==> config.mk <==
export PLATFORM = sky130hd
export DESIGN_NAME = linkpwr_seq
export DESIGN_NICKNAME = d
export VERILOG_FILES = /design/src/rtl/lpseq_pkg.sv /design/src/rtl/lpseq_tick.sv /design/src/rtl/lpseq_delay.sv /design/src/rtl/linkpwr_seq.sv
export SDC_FILE = /design/constraint.sdc
export NUM_CORES = 1
export LEC_CHECK = 0
export BUFFER_PORTS_ARGS = -buffer_cell sky130_fd_sc_hd__buf_2
export CORE_ASPECT_RATIO = 1.5
export CORE_MARGIN = 4
export CORE_UTILIZATION = 57
export DETAILED_ROUTE_END_ITERATION = 12
export PLACE_DENSITY = 0.8
export SLEW_MARGIN = 20
export SYNTH_ARGS = -nofsm -noshare
export SYNTH_HDL_FRONTEND = slang
export SYNTH_SLANG_ARGS = --single-unit
export TNS_END_PERCENT = 100
==> constraint.sdc <==
create_clock -name clk -period 6.7 [get_ports clk]
set_clock_uncertainty 0.2 [all_clocks]
set_input_delay 1.34 -clock clk [delete_from_list [all_inputs] [get_ports clk]]
set_output_delay 1.34 -clock clk [all_outputs]
set_load 0.05 [all_outputs]
==> src/rtl/lpseq_pkg.sv <==
package lpseq_pkg;

  typedef enum logic [3:0] {
    S_IDLE,
    S_BUS,
    S_CORE,
    S_PDREL,
    S_REFW,
    S_SETTLE,
    S_EPHOLD,
    S_POLL,
    S_GAP,
    S_FIN
  } seq_state_t;

  // Scaled delay in microseconds, never below one.
  function automatic int scaled_us(input int raw_us, input int div);
    int q;
    q = (div < 1) ? raw_us : raw_us / div;
    return (q < 1) ? 1 : q;
  endfunction

  function automatic int max_of(input int a, input int b);
    return (a > b) ? a : b;
  endfunction

endpackage

==> src/rtl/lpseq_tick.sv <==
module lpseq_tick #(
  parameter int CYC_PER_US = 100
) (
  input  logic clk,
  input  logic rst,
  input  logic clr,
  input  logic en,
  output logic tick
);
  localparam int PRE_W = (CYC_PER_US > 1) ? $clog2(CYC_PER_US) : 1;
  localparam logic [PRE_W-1:0] PRE_LAST = PRE_W'(CYC_PER_US - 1);

  logic [PRE_W-1:0] pre_q;

  assign tick = en && !clr && (pre_q == PRE_LAST);

  always_ff @(posedge clk) begin
    if (rst || clr || !en) begin
      pre_q <= '0;
    end else if (tick) begin
      pre_q <= '0;
    end else begin
      pre_q <= pre_q + 1'b1;
    end
  end

  generate
    if (CYC_PER_US > 1) begin : g_tick_chk
      AST_TICK_SPACED: assert property (@(posedge clk) disable iff (rst)
        tick |=> !tick);
    end
  endgenerate

endmodule

==> src/rtl/lpseq_delay.sv <==
module lpseq_delay #(
  parameter int CYC_PER_US = 100,
  parameter int US_W       = 8
) (
  input  logic            clk,
  input  logic            rst,
  input  logic            load,
  input  logic [US_W-1:0] load_us,
  output logic            expired
);
  logic [US_W-1:0] cnt_q;
  logic            tick;

  lpseq_tick #(.CYC_PER_US(CYC_PER_US)) u_tick (
    .clk  (clk),
    .rst  (rst),
    .clr  (load),
    .en   (cnt_q != '0),
    .tick (tick)
  );

  assign expired = (cnt_q == '0);

  always_ff @(posedge clk) begin
    if (rst) begin
      cnt_q <= '0;
    end else if (load) begin
      cnt_q <= load_us;
    end else if (tick) begin
      cnt_q <= cnt_q - 1'b1;
    end
  end

  AST_CNT_STEP: assert property (@(posedge clk) disable iff (rst)
    (!load && cnt_q != '0) |=> (cnt_q == $past(cnt_q) || cnt_q == $past(cnt_q) - 1'b1));
  AST_CNT_REST: assert property (@(posedge clk) disable iff (rst)
    (!load && cnt_q == '0) |=> cnt_q == '0);

endmodule

==> src/rtl/linkpwr_seq.sv <==
module linkpwr_seq
  import lpseq_pkg::*;
#(
  parameter int CYC_PER_US  = 100,
  parameter int DLY_DIV     = 1,
  parameter int REF_WAIT_US = 10,
  parameter int SETTLE_US   = 200,
  parameter int EP_PULSE_US = 100000,
  parameter int POLL_GAP_US = 50,
  parameter int POLL_MAX    = 2000
) (
  input  logic clk,
  input  logic rst,
  input  logic start,
  input  logic hold_rst,
  input  logic ep_present,
  input  logic ep_active_high,
  input  logic pll_locked,
  output logic phy_clk_en,
  output logic bus_clk_en,
  output logic core_clk_en,
  output logic phy_pd,
  output logic ref_clk_en,
  output logic ep_rst_pin,
  output logic phy_rst,
  output logic done,
  output logic lock_timeout
);
  localparam int REF_EFF    = scaled_us(REF_WAIT_US, DLY_DIV);
  localparam int SETTLE_EFF = scaled_us(SETTLE_US, DLY_DIV);
  localparam int EP_EFF     = scaled_us(EP_PULSE_US, DLY_DIV);
  localparam int GAP_EFF    = scaled_us(POLL_GAP_US, DLY_DIV);
  localparam int MAX_US     = max_of(max_of(REF_EFF, SETTLE_EFF), max_of(EP_EFF, GAP_EFF));
  localparam int US_W       = $clog2(MAX_US + 1);
  localparam int TRY_W      = $clog2(POLL_MAX + 1);
  localparam logic [TRY_W-1:0] TRY_LAST = TRY_W'(POLL_MAX);

  seq_state_t       state_q;
  logic [TRY_W-1:0] tries_q;
  logic             tmr_load;
  logic [US_W-1:0]  tmr_us;
  logic             tmr_idle;
  logic             last_try;

  lpseq_delay #(.CYC_PER_US(CYC_PER_US), .US_W(US_W)) u_delay (
    .clk     (clk),
    .rst     (rst),
    .load    (tmr_load),
    .load_us (tmr_us),
    .expired (tmr_idle)
  );

  assign last_try = (tries_q + 1'b1) == TRY_LAST;

  // Timer loads follow the state transitions below.
  always_comb begin
    tmr_load = 1'b0;
    tmr_us   = '0;
    unique case (state_q)
      S_PDREL: begin
        tmr_load = 1'b1;
        tmr_us   = US_W'(REF_EFF);
      end
      S_REFW: if (tmr_idle) begin
        tmr_load = 1'b1;
        tmr_us   = US_W'(SETTLE_EFF);
      end
      S_SETTLE: if (tmr_idle && ep_present) begin
        tmr_load = 1'b1;
        tmr_us   = US_W'(EP_EFF);
      end
      S_POLL: if (!pll_locked && !last_try) begin
        tmr_load = 1'b1;
        tmr_us   = US_W'(GAP_EFF);
      end
      default: ;
    endcase
  end

  always_ff @(posedge clk) begin
    if (rst || hold_rst) begin
      state_q      <= S_IDLE;
      tries_q      <= '0;
      phy_clk_en   <= 1'b0;
      bus_clk_en   <= 1'b0;
      core_clk_en  <= 1'b0;
      phy_pd       <= 1'b1;
      ref_clk_en   <= 1'b0;
      ep_rst_pin   <= ep_active_high;
      phy_rst      <= 1'b1;
      done         <= 1'b0;
      lock_timeout <= 1'b0;
    end else begin
      unique case (state_q)
        S_IDLE: if (start) begin
          phy_clk_en   <= 1'b1;
          bus_clk_en   <= 1'b0;
          core_clk_en  <= 1'b0;
          phy_pd       <= 1'b1;
          ref_clk_en   <= 1'b0;
          ep_rst_pin   <= !ep_active_high;
          phy_rst      <= 1'b1;
          done         <= 1'b0;
          lock_timeout <= 1'b0;
          tries_q      <= '0;
          state_q      <= S_BUS;
        end
        S_BUS: begin
          bus_clk_en <= 1'b1;
          state_q    <= S_CORE;
        end
        S_CORE: begin
          core_clk_en <= 1'b1;
          state_q     <= S_PDREL;
        end
        S_PDREL: begin
          phy_pd  <= 1'b0;
          state_q <= S_REFW;
        end
        S_REFW: if (tmr_idle) begin
          ref_clk_en <= 1'b1;
          state_q    <= S_SETTLE;
        end
        S_SETTLE: if (tmr_idle) begin
          if (ep_present) begin
            ep_rst_pin <= ep_active_high;
            state_q    <= S_EPHOLD;
          end else begin
            phy_rst <= 1'b0;
            tries_q <= '0;
            state_q <= S_POLL;
          end
        end
        S_EPHOLD: if (tmr_idle) begin
          ep_rst_pin <= !ep_active_high;
          phy_rst    <= 1'b0;
          tries_q    <= '0;
          state_q    <= S_POLL;
        end
        S_POLL: begin
          tries_q <= tries_q + 1'b1;
          if (pll_locked) begin
            state_q <= S_FIN;
          end else if (last_try) begin
            lock_timeout <= 1'b1;
            state_q      <= S_FIN;
          end else begin
            state_q <= S_GAP;
          end
        end
        S_GAP: if (tmr_idle) begin
          state_q <= S_POLL;
        end
        S_FIN: begin
          done    <= 1'b1;
          state_q <= S_IDLE;
        end
        default: state_q <= S_IDLE;
      endcase
    end
  end

  AST_BUS_AFTER_PHY: assert property (@(posedge clk) disable iff (rst)
    $rose(bus_clk_en) |-> phy_clk_en);
  AST_CORE_AFTER_BUS: assert property (@(posedge clk) disable iff (rst)
    $rose(core_clk_en) |-> (bus_clk_en && phy_clk_en));
  AST_REF_AFTER_PD: assert property (@(posedge clk) disable iff (rst)
    $rose(ref_clk_en) |-> (core_clk_en && !phy_pd));
  AST_PHYRST_LATE: assert property (@(posedge clk) disable iff (rst)
    $fell(phy_rst) |-> (ref_clk_en && ep_rst_pin != ep_active_high));
  AST_TIMEOUT_BUDGET: assert property (@(posedge clk) disable iff (rst)
    $rose(lock_timeout) |-> tries_q == TRY_LAST);
  AST_DONE_AFTER_TIMEOUT: assert property (@(posedge clk) disable iff (rst)
    $rose(lock_timeout) |=> $rose(done));
  AST_HOLD_CLEARS: assert property (@(posedge clk) disable iff (rst)
    hold_rst |=> (!phy_clk_en && !bus_clk_en && !core_clk_en && !ref_clk_en
                  && phy_pd && phy_rst && !done && !lock_timeout));

endmodule

Yosys cells after proc, flatten, opt, wreduce, memory -nomap -nowiden:

Index checks and enable logic that the tools add are counted.

* add/sub/neg operators: 3
* eq/ne operators: 23
* muxes and demuxes: 44
* reduce and logical (&&, ||, !) cells: 38

Operators with widths (number)
* $pmux W17 S4: 1
* $mux W17: 3
* $mux W11: 4
* $pmux W11 S4: 1
* $pmux W4 S8: 1
* $mux W1: 19
* $logic_not A17 Y1: 1
* $reduce_bool A17 Y1: 1
* $sub A17 B1 Y17 const B: 1
* $eq A4 B3 Y1 const B: 4
* $mux W4: 4
* $reduce_and A5 Y1: 3
* $ne A2 B2 Y1 const B: 7
* $reduce_bool A2 Y1: 7
* $ne A3 B3 Y1 const B: 4
* $pmux W1 S2: 6
* $add A11 B1 Y11 const B: 1
* $eq A11 B11 Y1 const B: 1
* $reduce_and A2 Y1: 5
* $eq A4 B2 Y1 const B: 2
* $eq A4 B4 Y1 const B: 2
* $mux W8: 1
* $reduce_and A4 Y1: 2
* $reduce_bool A4 Y1: 2
* other kinds (14): 25

* register bits: 48
* output and inout bits: 9
* word-level logic and storage cells: 121

Longest topological paths before layout:

Gate-level depths: netlist (run 1).

* depth after elaboration: 11
* gate-level depth with buffers: 9
* depth with buffers taken out: 7

Cells and area by module:

From an unflattened synthesis (run 1), not the netlist that was laid out.

* cells, all modules: 336
* area, all modules: 2700.1 µm²

Modules (own cells, without submodules)
* linkpwr_seq: times used 1, cells each 190, area each 1445.1 µm², seq. area each 490.5 µm²
* lpseq_delay: times used 1, cells each 112, area each 935.9 µm², seq. area each 340.3 µm²
* lpseq_tick: times used 1, cells each 34, area each 319.1 µm², seq. area each 140.1 µm²

Worst setup path after synthesis (run 1):

Ideal clock, no wire load.

* path type: input to register
* start: in rst
* end: reg tries_q[7]
* arrival: 2.538 ns
* required time: 6.426 ns
* setup slack: 3.888 ns
* stages on the path: 5
* path buffers: 1
* path through: clkbuf_1 > nor2_1 > nand4_1 > or3_1 > o21ai_0

* word-level cells in the longest chain between the ends: 1

RTL lines
* start: declaration: line linkpwr_seq.sv:13 `input logic rst,`
* $logic_or A1 B1 Y1: line linkpwr_seq.sv:81 `if (rst || hold_rst) begin`
* end signal: assignment: line linkpwr_seq.sv:141 `tries_q <= tries_q + 1'b1;`
* end: declaration: line linkpwr_seq.sv:39 `logic [TRY_W-1:0] tries_q;`

No other way between the ends.
A chain may end at the register's enable or synchronous reset.

Worst setup path after layout (run 1):

* start: reg tries_q[0]
* end: reg u_delay.cnt_q[6]

* word-level cells in the longest chain between the ends: 10

RTL lines
* $add A11 B1 Y11 *: line linkpwr_seq.sv:53 `assign last_try = (tries_q + 1'b1) == TRY_LAST;`
* $eq A11 B11 Y1 *: line linkpwr_seq.sv:53
* $logic_not A1 Y1 *: line linkpwr_seq.sv:72 `S_POLL: if (!pll_locked && !last_try) begin`
* $logic_and A1 B1 Y1 *: line linkpwr_seq.sv:72
* $mux W1 *: line linkpwr_seq.sv:72
* $pmux W1 S4 *: line linkpwr_seq.sv:59 `unique case (state_q)`
* $logic_not A1 Y1: line lpseq_tick.sv:15 `assign tick = en && !clr && (pre_q == PRE_LAST);`
* $logic_and A1 B1 Y1 (2 in a row): line lpseq_tick.sv:15
* $reduce_bool A2 Y1 (no source line)
* end signal: assignment: line lpseq_delay.sv:28 `cnt_q <= load_us;`
* end signal: assignment: line lpseq_delay.sv:30 `cnt_q <= cnt_q - 1'b1;`
* end: declaration: line lpseq_delay.sv:11 `logic [US_W-1:0] cnt_q;`

Every way passes the cells marked *; elsewhere a longest branch is shown, timed or not.

==> results of run 1 <==
[logic make-up after synthesis]
kind of cell	count (synthesis)	share of synthesized area [%]
AOI/OAI and AO/OA	73	19.1
xor gates and xnor gates	20	6.61
adders and majority gates	4	1.89
buffers and inverters	25	3.73
DFF	48	36.7
and+or+nand+nor	158	32.0
[routing by layer]
metal | vias up | global-route usage [%]
met2 | 57 | 39.0
met5 | - | 0
met4 | 0 | 9.73
li1 | 1191 | -
met1 | 1105 | 25.1
met3 | 13 | 4.33
[layout by cell type, fill, tap and decap left out, drive strengths merged, types with 6 or more instances in the layout]
cell and count:
buf 15, dfxtp 47, nor2 48, nand2 26, nand4 7, and3 8
clkbuf 6, nor3 17, xnor2 11, xor2 9, a21oi 14, inv 9
nor4 6, o21ai 22, nand3 14
[critical path: stages (launching register included)]
cell and delay, ns:
dfxtp_1 0.44, ha_1 0.32, nand3_1 0.16, nor3_1 0.42, o211ai_1 0.21, a21oi_1 0.76, and4b_1 0.28, o221a_1 0.21
[sequential cells by signal, summed over array words and instances, names as in the netlist]
| name | flops |
|---|---|
| bus_clk_en | 1 |
| core_clk_en | 1 |
| done | 1 |
| ep_rst_pin | 1 |
| lock_timeout | 1 |
| phy_clk_en | 1 |
| phy_pd | 1 |
| phy_rst | 1 |
| ref_clk_en | 1 |
| state_q | 4 |
| tries_q | 11 |
| u_delay.cnt_q | 17 |
| u_delay.u_tick.pre_q | 7 |
[final cells by class]
class / instances / area share (%)
timing repair buffer: 15 / 2.66
sequential: 48 / 34.4
tap: 48 / 2.12
multi-input combinational: 255 / 55.9
clock inverter: 2 / 1.24
inverter: 9 / 1.20
clock buffer: 6 / 2.57
[path summary, 6_finish.rpt]
check | start | end | slack [ns] | cells past startpoint
min reg2reg | u_delay.u_tick.pre_q[0]$_SDFF_PP0_ | u_delay.u_tick.pre_q[0]$_SDFF_PP0_ | 0.24 | 1
max | tries_q[0]$_SDFFE_PP0P_ | u_delay.cnt_q[6]$_SDFFE_PP0P_ | 3.58 | 7
max reg2reg | tries_q[0]$_SDFFE_PP0P_ | u_delay.cnt_q[6]$_SDFFE_PP0P_ | 3.58 | 7
min | u_delay.u_tick.pre_q[0]$_SDFF_PP0_ | u_delay.u_tick.pre_q[0]$_SDFF_PP0_ | 0.24 | 1
[power groups by stage]
stage / logic [mW] / clock network (mW) / registers [mW]
CTS: 0.0436 / 0.211 / 0.294
detailed placement: 0.0433 / 0 / 0.301
global placement: 0.0430 / 0 / 0.301
global route: 0.0482 / 0.225 / 0.295
finish: 0.0437 / 0.207 / 0.294
floorplan: 0.0298 / 0 / 0.303
[metrics by stage]
stage	total power [mW]	setup slack (ns)
5_1_grt	0.568	3.40
4_1_cts	0.549	3.64
3_5_place_dp	0.344	3.50
2_1_floorplan	0.333	3.89
3_3_place_gp	0.344	3.52
6_report	0.545	3.58
==> summary by stage, run 1 <==
Floorplanning
For this configuration, the core starts out at a cell density of 58.8%. The number of standard-cell rows in the floorplan is 30. The width of the die is 63.7 um.

The top-level port count is 16. The core region is 4500 um2. The die is 91.5 um tall.

The area of the die is 5820 um2.

Cells and area
The number of fill cells is 397. The utilization of the core after routing is 62.7%. Of the cells placed in the final design, the portion with a size suffix greater than 1 is 11.6%. The synthesis-to-finish area growth is 6.71%. The number of antenna diodes in the final layout is 0. The final standard cell count with taps included and fillers excluded is 383. The multi-input combinational cells in the finished layout cover a total of 1580 um2. The number of nets in the finished design is 345. The sequential standard cell area is 971 um2. After routing the design area is 2830 um2.

Synthesis
The share of flip-flops with an asynchronous set or reset is 0%. After synthesis the cells add up to 2650 um2. The number of nets handed over by synthesis was 339.

The area fraction of the dominant cell type after synthesis is 35.5%. The share of the Yosys chip area taken by registers is 36.7%. By area the synthesized netlist is led by dfxtp_1 (36%), nor2_1 (6.8%), o21ai_0 (3.8%). Of all cell types, the one taking the most synthesized area is dfxtp_1. After synthesis the netlist holds a flip-flop and latch count of 48.

Synthesis instantiated 58 different standard cells from the library. Among all cell types in the netlist, the one instantiated most often is nor2_1. The commonest cells after synthesis are nor2_1 (48), dfxtp_1 (47), nand2_1 (26). The warning count from the yosys run is 0. Each instance of the synthesized netlist takes up on average 8.08 um2. Synthesis handed over a netlist of 328 instances. Yosys mapped a number of flops with a built-in enable equal to 1. The most frequently used flop master after synthesis is dfxtp_1.

GRT
The global-route usage over all layers is 22.0%. The number of antenna violations at the first check in global routing is 0. Summed over all layers, the global routing overflow is 0. The via count of the first global-routing pass came to 2308. The wire length of the first global-routing pass is 10400 um.

The largest net degree at the start of global routing is 21.

Pwr
In this run the static leakage power is 1.06 nW. Internal power comes to 0.414 mW. The areal power density over the cells is 193 nW/um2.

The share of total power in combinational logic is 8.0%. Of the total power, the share spent switching nets is 24.0%. The share of total power in sequential cells is 54.0%. The power share of the clock group is 38.0%.

The analysis attributes to net switching a power of 0.131 mW. The maximum vdd ir drop is 147 uV.

Timing
The number of setup violations in the final report is 0. Setup repair after global routing left no endpoint under its margin. The total negative slack is 0 ns. For the pin with the worst max-slew slack, the measured transition is 0.910 ns.

The worst slew margin relative to its limit is 39.4%. For this run, the top clock speed supported by timing is 320 MHz. The final hold violation count came to 0. The part of the cycle the worst path needs is 46.6%. The worst hold slack after final layout is 0.244 ns.

The final critical path time including I/O delays and setup is 3.12 ns. The number of max-slew violations in the final report is 0.

Placement
The number of I/O port buffers is 15. Summing all placed instances gives a cell area of 2720 um2. The count of placed standard cells including taps is 375. The total half-perimeter wirelength after legalization and detailed placement is 4330 um. The congestion estimate from routability-driven global placement came to 0.826.

Clock tree
TritonCTS built the clock tree. The number of gates resized after CTS was 0. The clock tree root driver cell is clkbuf_8. The clock tree synthesis step divided the H-tree into 2 levels. The clock net sink count is 48.

The clock tree buffer depth is 2. The clock latency of the later-clocked register in the worst-skew pair is 0.30 ns. The clock buffer count from CTS is 5. After clock tree synthesis, the clock-pin slew on the worst setup and hold paths is 0.09 ns. After clock tree synthesis, the setup repair step added 0 buffers.

The number of buffers inserted for hold repair after clock tree synthesis is 0.

Drt
For this block, the initial DRC count from the detailed router was 82. The met3 wire length is 215 um. After detailed routing, the average wire length per cell comes to 15.5 um. For this block, wires on met1 add up to 2470 um. After detailed routing, the number of remaining DRC violations is 0. The total number of vias is 2366. In the routed layout, each cell is associated on average with a via count of 6.18. Routed signal wires occupy layers up through met4. Wire segments on met2 add up to 3120 um in the final route. The first-pass detailed-route iteration total is 4.

The remaining antenna violation count after routing is 0. The routed wire length is 5940 um.

Hold path
The min-delay analysis places its worst path in the category reg2reg.

Critical path
The worst setup path is captured at a flip-flop. The critical path in this run is classified as reg2reg. STA puts the critical path data required time at 6.69 ns.

The largest driver fanout on the critical path is 13. The data arrival at the endpoint of the critical path is 3.12 ns. STA classifies the critical path startpoint as a flip-flop.

Run status
The flow ran to the end, and the final reports show no timing, DRC or antenna violations.

Run
Across the run, the number of max-cap violations was 0.
No activity file was read; power rests on OpenSTA's default activity.
==> inputs of run 2 (changes only) <==
Clock period 6.7 ns to 3 ns, I/O delays scaled along.
==> run 2 against run 1 <==
Effect of this change:
- cell area grew 0.93%
- routed wire length grew 0.54%
- clock power grew 80%
- critical path type unchanged
- sequential power grew 120%
- sequential share of layout area shrank 0.32 points
- largest power group unchanged
- register-to-register slack lost 3.2 ns
- total power grew 110%
==> summary by stage, run 2 (synthesized netlist as in run 1, its figures left out) <==
Critical path
The largest driver fanout on the critical path is 13. The startpoint-to-endpoint class of the critical path is reg2reg. Walking the worst path, the cells encountered are ha_1, xor2_1, nand4_1, a221oi_2, a21oi_1, buf_4, or4b_1, nor2_1. The cell type group with the largest total delay on the critical path is simple AND/OR/NAND/NOR gates. The combined buffer and inverter count along the critical path is 1. The worst path required time is 3.04 ns. The sort of element at the end of the critical path is a flip-flop.

The data arrival at the endpoint of the critical path is 2.69 ns. The maximum cell stage delay along the critical path is 0.65 ns. The master of the slowest instance on the critical path is or4b_1. The worst setup path is launched from a flip-flop.

Floorplanning
The area inside the core boundary is 4500 um2. The effective utilization at floorplan is 58.8%. For this design the top-level I/O count stands at 16.

The width of the die is 63.7 um. The floorplan step set the die height to 91.5 um. The number of standard-cell rows in the floorplan is 30. The die covers 5820 um2.

GRT
The largest net degree at the start of global routing is 15. The first global-routing pass estimated 10200 um of wire. The number of antenna violations at the first check in global routing was 0. Global routing used 21.6% of the available tracks across all layers.

After global routing the overflow that remains totals 0. The via count of the first global-routing pass is 2291.

Cells and area
The number of fill cells is 408. In the final layout, the registers with the most flip-flops are u_delay.cnt_q x17, tries_q x11, u_delay.u_tick.pre_q x7. The number of diodes is 0. The library cells used most frequently in the layout, excluding fill and tap cells, are nor2_1 (48), dfxtp_1 (47), nand2_1 (26).

The register with the most flip-flops in the final layout is u_delay.cnt_q. The utilization of the core after routing is 63.3%. The most common library cell in the layout ignoring fill and taps is nor2_1. The sequential standard cell area is 971 um2. In the final design database the tool counted 352 nets. The post-route netlist has 13.2% of its cells at a drive strength greater than 1. The post-route cell area is 2850 um2.

The final standard cell count with taps included and fillers excluded is 390. The area of the multi-input gates is 1580 um2. From synthesis to final layout, the design area changed by 7.70%. The register with the most flip-flops in the layout has 17 of them.

Hold path
The min-delay analysis places its worst path in the category reg2reg.

Clock tree
TritonCTS built the clock tree. Gates resized during post-CTS repair numbered 0. The clock-pin slew reported for the worst setup and hold paths after clock tree synthesis is 0.09 ns.

The clock tree buffer depth is 2. The depth of the CTS H-tree is 2. CTS saw 48 sinks. The clock buffer count from CTS is 5. The number of buffers inserted for hold repair after clock tree synthesis is 0. In this run the clock root is driven by a clkbuf_8. The clock latency of the later-clocked register in the worst-skew pair is 0.30 ns. Post-CTS timing repair inserted 0 buffers for setup.

Run
Across the run, the number of max-cap violations was 0.

Timing
The highest clock frequency the design can meet is 379 MHz. The slew at the pin with the worst max-slew slack is 0.854 ns. The worst path in the final design needs a cycle of 2.64 ns, including I/O delays and setup.

Setup repair after global routing left no endpoint under its margin. Dividing the final minimum period by the clock period gives 88.1%. The total negative slack is 0 ns. The final worst setup slack is 0.358 ns. The worst hold slack after final layout is 0.245 ns. Setup violations remaining at the end of the flow were counted as 0. In this run the tightest slew margin relative to its limit is 42.8%. The final hold violation count is 0. The number of max-slew violations in the final report came to 0.

Placement
Prior to clock tree synthesis, the placed netlist has a worst setup slack of 0.376 ns. The total half-perimeter wirelength after legalization and detailed placement is 4420 um. The count of placed standard cells including taps is 382. Once placement finished, the instance area stood at 2770 um2. The number of I/O port buffers is 15. The global placer's final weighted congestion is 0.887.

Drt
In the final routed layout, each cell accounts on average for 15.3 um. The routed wire length is 5980 um. The number of design-rule violations left by the first detailed-router iteration is 132. Summing over every cut layer, the via total after detailed routing is 2438. For this run, the detailed router's first-pass iteration total came to 5. For this run, design rule violations remaining after detail routing come to 0. In this run the remaining antenna-violating nets after routing total 0. Using the TritonRoute via totals, the vias-per-cell ratio works out to 6.25.

Pwr
The sum of internal, switching and leakage power is 1.13 mW. The cell leakage power is 1.09 nW. Dividing total power by cell area gives a power density of 396 nW/um2.

The maximum vdd ir drop is 304 uV.

Run status
The run finished with clean final reports.
run 2: changes by cell type in the layout (fill, tap and decap cells not counted), sizes merged:
cell / delta
clkbuf: +1
buf: +7
bufinv: -1
run 2: where the power goes:
part | leakage, nW | total (mW) | internal, mW | switching [mW]
Clock | 0.0422 | 0.372 | 0.164 | 0.208
Combinational | 0.656 | 0.106 | 0.0328 | 0.0732
Sequential | 0.389 | 0.653 | 0.646 | 0.00633
Total | 1.09 | 1.13 | 0.843 | 0.287
run 2: final cells by class:
| cell class | count | area share, % |
|---|---|---|
| multi-input combinational | 255 | 55.4 |
| sequential | 48 | 34.0 |
| timing repair buffer | 22 | 4.47 |
| clock buffer | 7 | 2.68 |
| tap | 48 | 2.11 |
| inverter | 9 | 1.18 |
| clock inverter | 1 | 0.175 |
run 2: final timing paths:
path / from / to / slack, ns / depth (start not counted)
worst max-delay path: tries_q[0]$_SDFFE_PP0P_ / u_delay.u_tick.pre_q[2]$_SDFF_PP0_ / 0.36 / 8
worst min-delay path: u_delay.u_tick.pre_q[0]$_SDFF_PP0_ / u_delay.u_tick.pre_q[0]$_SDFF_PP0_ / 0.24 / 1
worst max register to register: tries_q[0]$_SDFFE_PP0P_ / u_delay.u_tick.pre_q[2]$_SDFF_PP0_ / 0.36 / 8
worst min register to register: u_delay.u_tick.pre_q[0]$_SDFF_PP0_ / u_delay.u_tick.pre_q[0]$_SDFF_PP0_ / 0.24 / 1
run 2: per-layer routing:
layer  vias to the layer above  GRT usage [%]  part of all wire, %
li1                       1206              -                    -
met3                        17           3.84                  3.6
met4                         0           10.3                  2.9
met1                      1146           24.5                   41
met2                        69           38.1                   53
met5                         -              0                    0
==> inputs of run 3 (changes only) <==
Settings changed: CORE_MARGIN 4 to 8.
Clock period 3 ns to 2.9 ns, I/O delays scaled along.
==> run 3 against run 2 <==
Effect of this change:
- non-clock buffer count down 1
- register-to-register slack worse by 0.12 ns
- routed wire length increased by 0.90%
- final cell count fell by 0.26%
- sequential power up 3.5%
- flip-flop and latch count is the same
- sequential share of layout area decreased by 0.27 points
==> summary by stage, run 3 (synthesized netlist as in run 1, its figures left out) <==
Timing
The final hold violation count is 0. The part of the cycle the worst path needs is 91.7%. Setup violations remaining at the end of the flow were counted as 0.

The number of max-slew violations in the final report is 0. Setup repair after global routing left no endpoint under its margin. Measured against its own limit, the worst slew margin works out to 46.3%. The highest clock frequency the design can meet is 376 MHz. Counting I/O delays and the setup requirement, the final critical path takes 2.66 ns. The worst path meets setup with 0.241 ns of slack. For the final routed database, the setup TNS stands at 0 ns. The slew at the pin with the worst max-slew slack is 0.802 ns.

Clock tree
The clock-pin slew reported for the worst setup and hold paths after clock tree synthesis is 0.09 ns. The number of setup buffers added after CTS is 0. The number of buffers inserted for hold repair after clock tree synthesis is 0. Counting along the longest clock path gives a buffer depth of 2. The clock net in this run drives a total of 48 sinks.

At the later pin of the worst-skew pair, clock insertion delay measures 0.31 ns. Clock tree synthesis selected as its root buffer the cell clkbuf_8. The clock tree from TritonCTS is built. CTS built an H-tree with a depth of 2. The number of gates resized after CTS is 0. TritonCTS created 5 clock buffers.

Critical path
The sort of element at the start of the critical path is a flip-flop. The flop-to-flop setup slack is 0.24 ns. Data arrives at the worst endpoint at 2.71 ns. The worst register-to-register path begins at tries_q[0]$_SDFFE_PP0P_. STA puts the critical path data required time at 2.95 ns. STA classifies the critical path endpoint as a flip-flop. The number of cells on the worst reg-to-reg path is 8.

Of all nets on the critical path, the largest fanout is 13. The startpoint-to-endpoint class of the critical path is reg2reg. The worst register-to-register path ends at u_delay.u_tick.pre_q[2]$_SDFF_PP0_.

Floorplanning
The number of standard-cell rows in the floorplan is 30. The die is 71.7 um wide. The region available for standard cell placement spans 4500 um2. The area of the die is 7130 um2. The vertical die dimension is 99.5 um. Once the floorplan was initialized, standard cells occupied 58.8% of the core. The top-level port count is 16.

Drt
The detail route stage leaves a number of antenna-violating nets equal to 0. For this block, the via count after detailed routing is 2417. Dividing the detail-routed via count by the number of cells gives 6.21. The routed length per placed instance is 15.5 um. The DRC violations left is 0. The first TritonRoute pass finished after 4 iterations. The number of design-rule violations left by the first detailed-router iteration is 178.

The routed wire length is 6030 um.

Placement
In this run, placement finished with an instance count of 381. The number of I/O port buffers is 15. The wire-length estimate of the detail-placed layout is 4500 um. The pre-CTS setup slack is 0.258 ns.

Routability-driven placement finished with a final weighted congestion of 0.894. The cell area after placement is 2760 um2.

GRT
The global-route usage over all layers is 18.0%. The via count of the first global-routing pass is 2297. The largest net degree at the start of global routing is 17. The number of antenna violations at the first check in global routing was 0. The first global-routing pass estimated 10500 um of wire. Summed over all layers, the global routing overflow is 0.

Hold path
The worst hold path belongs to the class reg2reg. Along the worst hold path, the cell count comes to 1. The terminating pin of the worst hold path is phy_rst$_SDFFE_PP1P_. The startpoint of the lowest-slack hold path is phy_rst$_SDFFE_PP1P_.

Cells and area
The fraction of layout cells with a size suffix above 1 is 13.5%. The final standard cell count with taps included and fillers excluded is 389. The post-route cell area is 2880 um2. The top cell types in the final layout, fill and taps aside, are nor2_1 (48), dfxtp_1 (47), nand2_1 (26).

The register containing the most flip-flops in the final layout is u_delay.cnt_q. The synthesis-to-finish area growth is 8.55%. The largest registers in the layout are u_delay.cnt_q x17, tries_q x11, u_delay.u_tick.pre_q x7. The most common library cell in the layout ignoring fill and taps is nor2_1. 0 antenna diodes ended up in the layout. The number of flip-flops in the largest register is 17. The number of nets in the finished design is 351.

Pwr
The analysis attributes to cell leakage a power of 1.09 nW. The maximum vdd ir drop is 354 uV. The areal power density over the cells is 443 nW/um2.

Run status
The run finished with clean final reports.

Run
Across the run, the number of max-cap violations was 0.
-- run 3: cell count changes in the layout (fill, tap and decap cells not counted), sizes merged --
cell,before,now
clkinvlp,0,1
bufinv,0,1
buf,22,21
clkbuf,7,5
-- run 3: how the worst max path moves through the flow --
stage,end,cells after the start,start
global route,tries_q[2]$_SDFFE_PP0P_,7,u_delay.cnt_q[0]$_SDFFE_PP0P_
CTS,u_delay.u_tick.pre_q[2]$_SDFF_PP0_,8,tries_q[0]$_SDFFE_PP0P_
finish,u_delay.u_tick.pre_q[2]$_SDFF_PP0_,8,tries_q[0]$_SDFFE_PP0P_
global placement,u_delay.u_tick.pre_q[6]$_SDFF_PP0_,8,tries_q[0]$_SDFFE_PP0P_
floorplan,u_delay.cnt_q[6]$_SDFFE_PP0P_,7,u_delay.cnt_q[0]$_SDFFE_PP0P_
detailed placement,u_delay.u_tick.pre_q[2]$_SDFF_PP0_,8,tries_q[0]$_SDFFE_PP0P_
-- run 3: area by class of cell --
type | instances | area, um2
Fill cell | 434 | 1630
Clock buffer | 5 | 68.8
Inverter | 9 | 33.8
Multi-Input combinational cell | 255 | 1580
Sequential cell | 48 | 971
Clock inverter | 3 | 42.5
Tap cell | 48 | 60.1
Timing Repair Buffer | 21 | 120
-- run 3: metrics by stage --
step	hold WS, ns	utilization [%]	total power [mW]
after floorplan	0.213	-	0.770
after global placement	0.223	61.4	0.799
after detailed placement	0.237	61.4	0.801
after CTS	0.259	63.8	1.29
after global routing	0.267	63.8	1.32
final	0.253	63.8	1.27
-- run 3: critical path, stage by stage (launching register included) --
cell      delay, ns
dfxtp_1        0.41
ha_1           0.30
xor2_1         0.16
nand4_1        0.12
a221oi_2       0.30
a21oi_1        0.11
buf_4          0.19
or4b_1         0.65
nor2_1         0.15
-- run 3: report_power, final --
group / internal [mW] / switching [mW] / leakage [nW] / total, mW
registers: 0.669 / 0.00721 / 0.389 / 0.676
clock network: 0.255 / 0.232 / 0.0541 / 0.487
logic: 0.0348 / 0.0761 / 0.650 / 0.111
-- run 3: metal layers --
layer | GRT usage (%) | up-vias | part of all wire [%]
met1 | 19.0 | 1146 | 41
met3 | 2.92 | 11 | 3.9
met2 | 33.2 | 50 | 53
met5 | 0 | - | 0
met4 | 8.37 | 0 | 1.9
li1 | - | 1210 | -
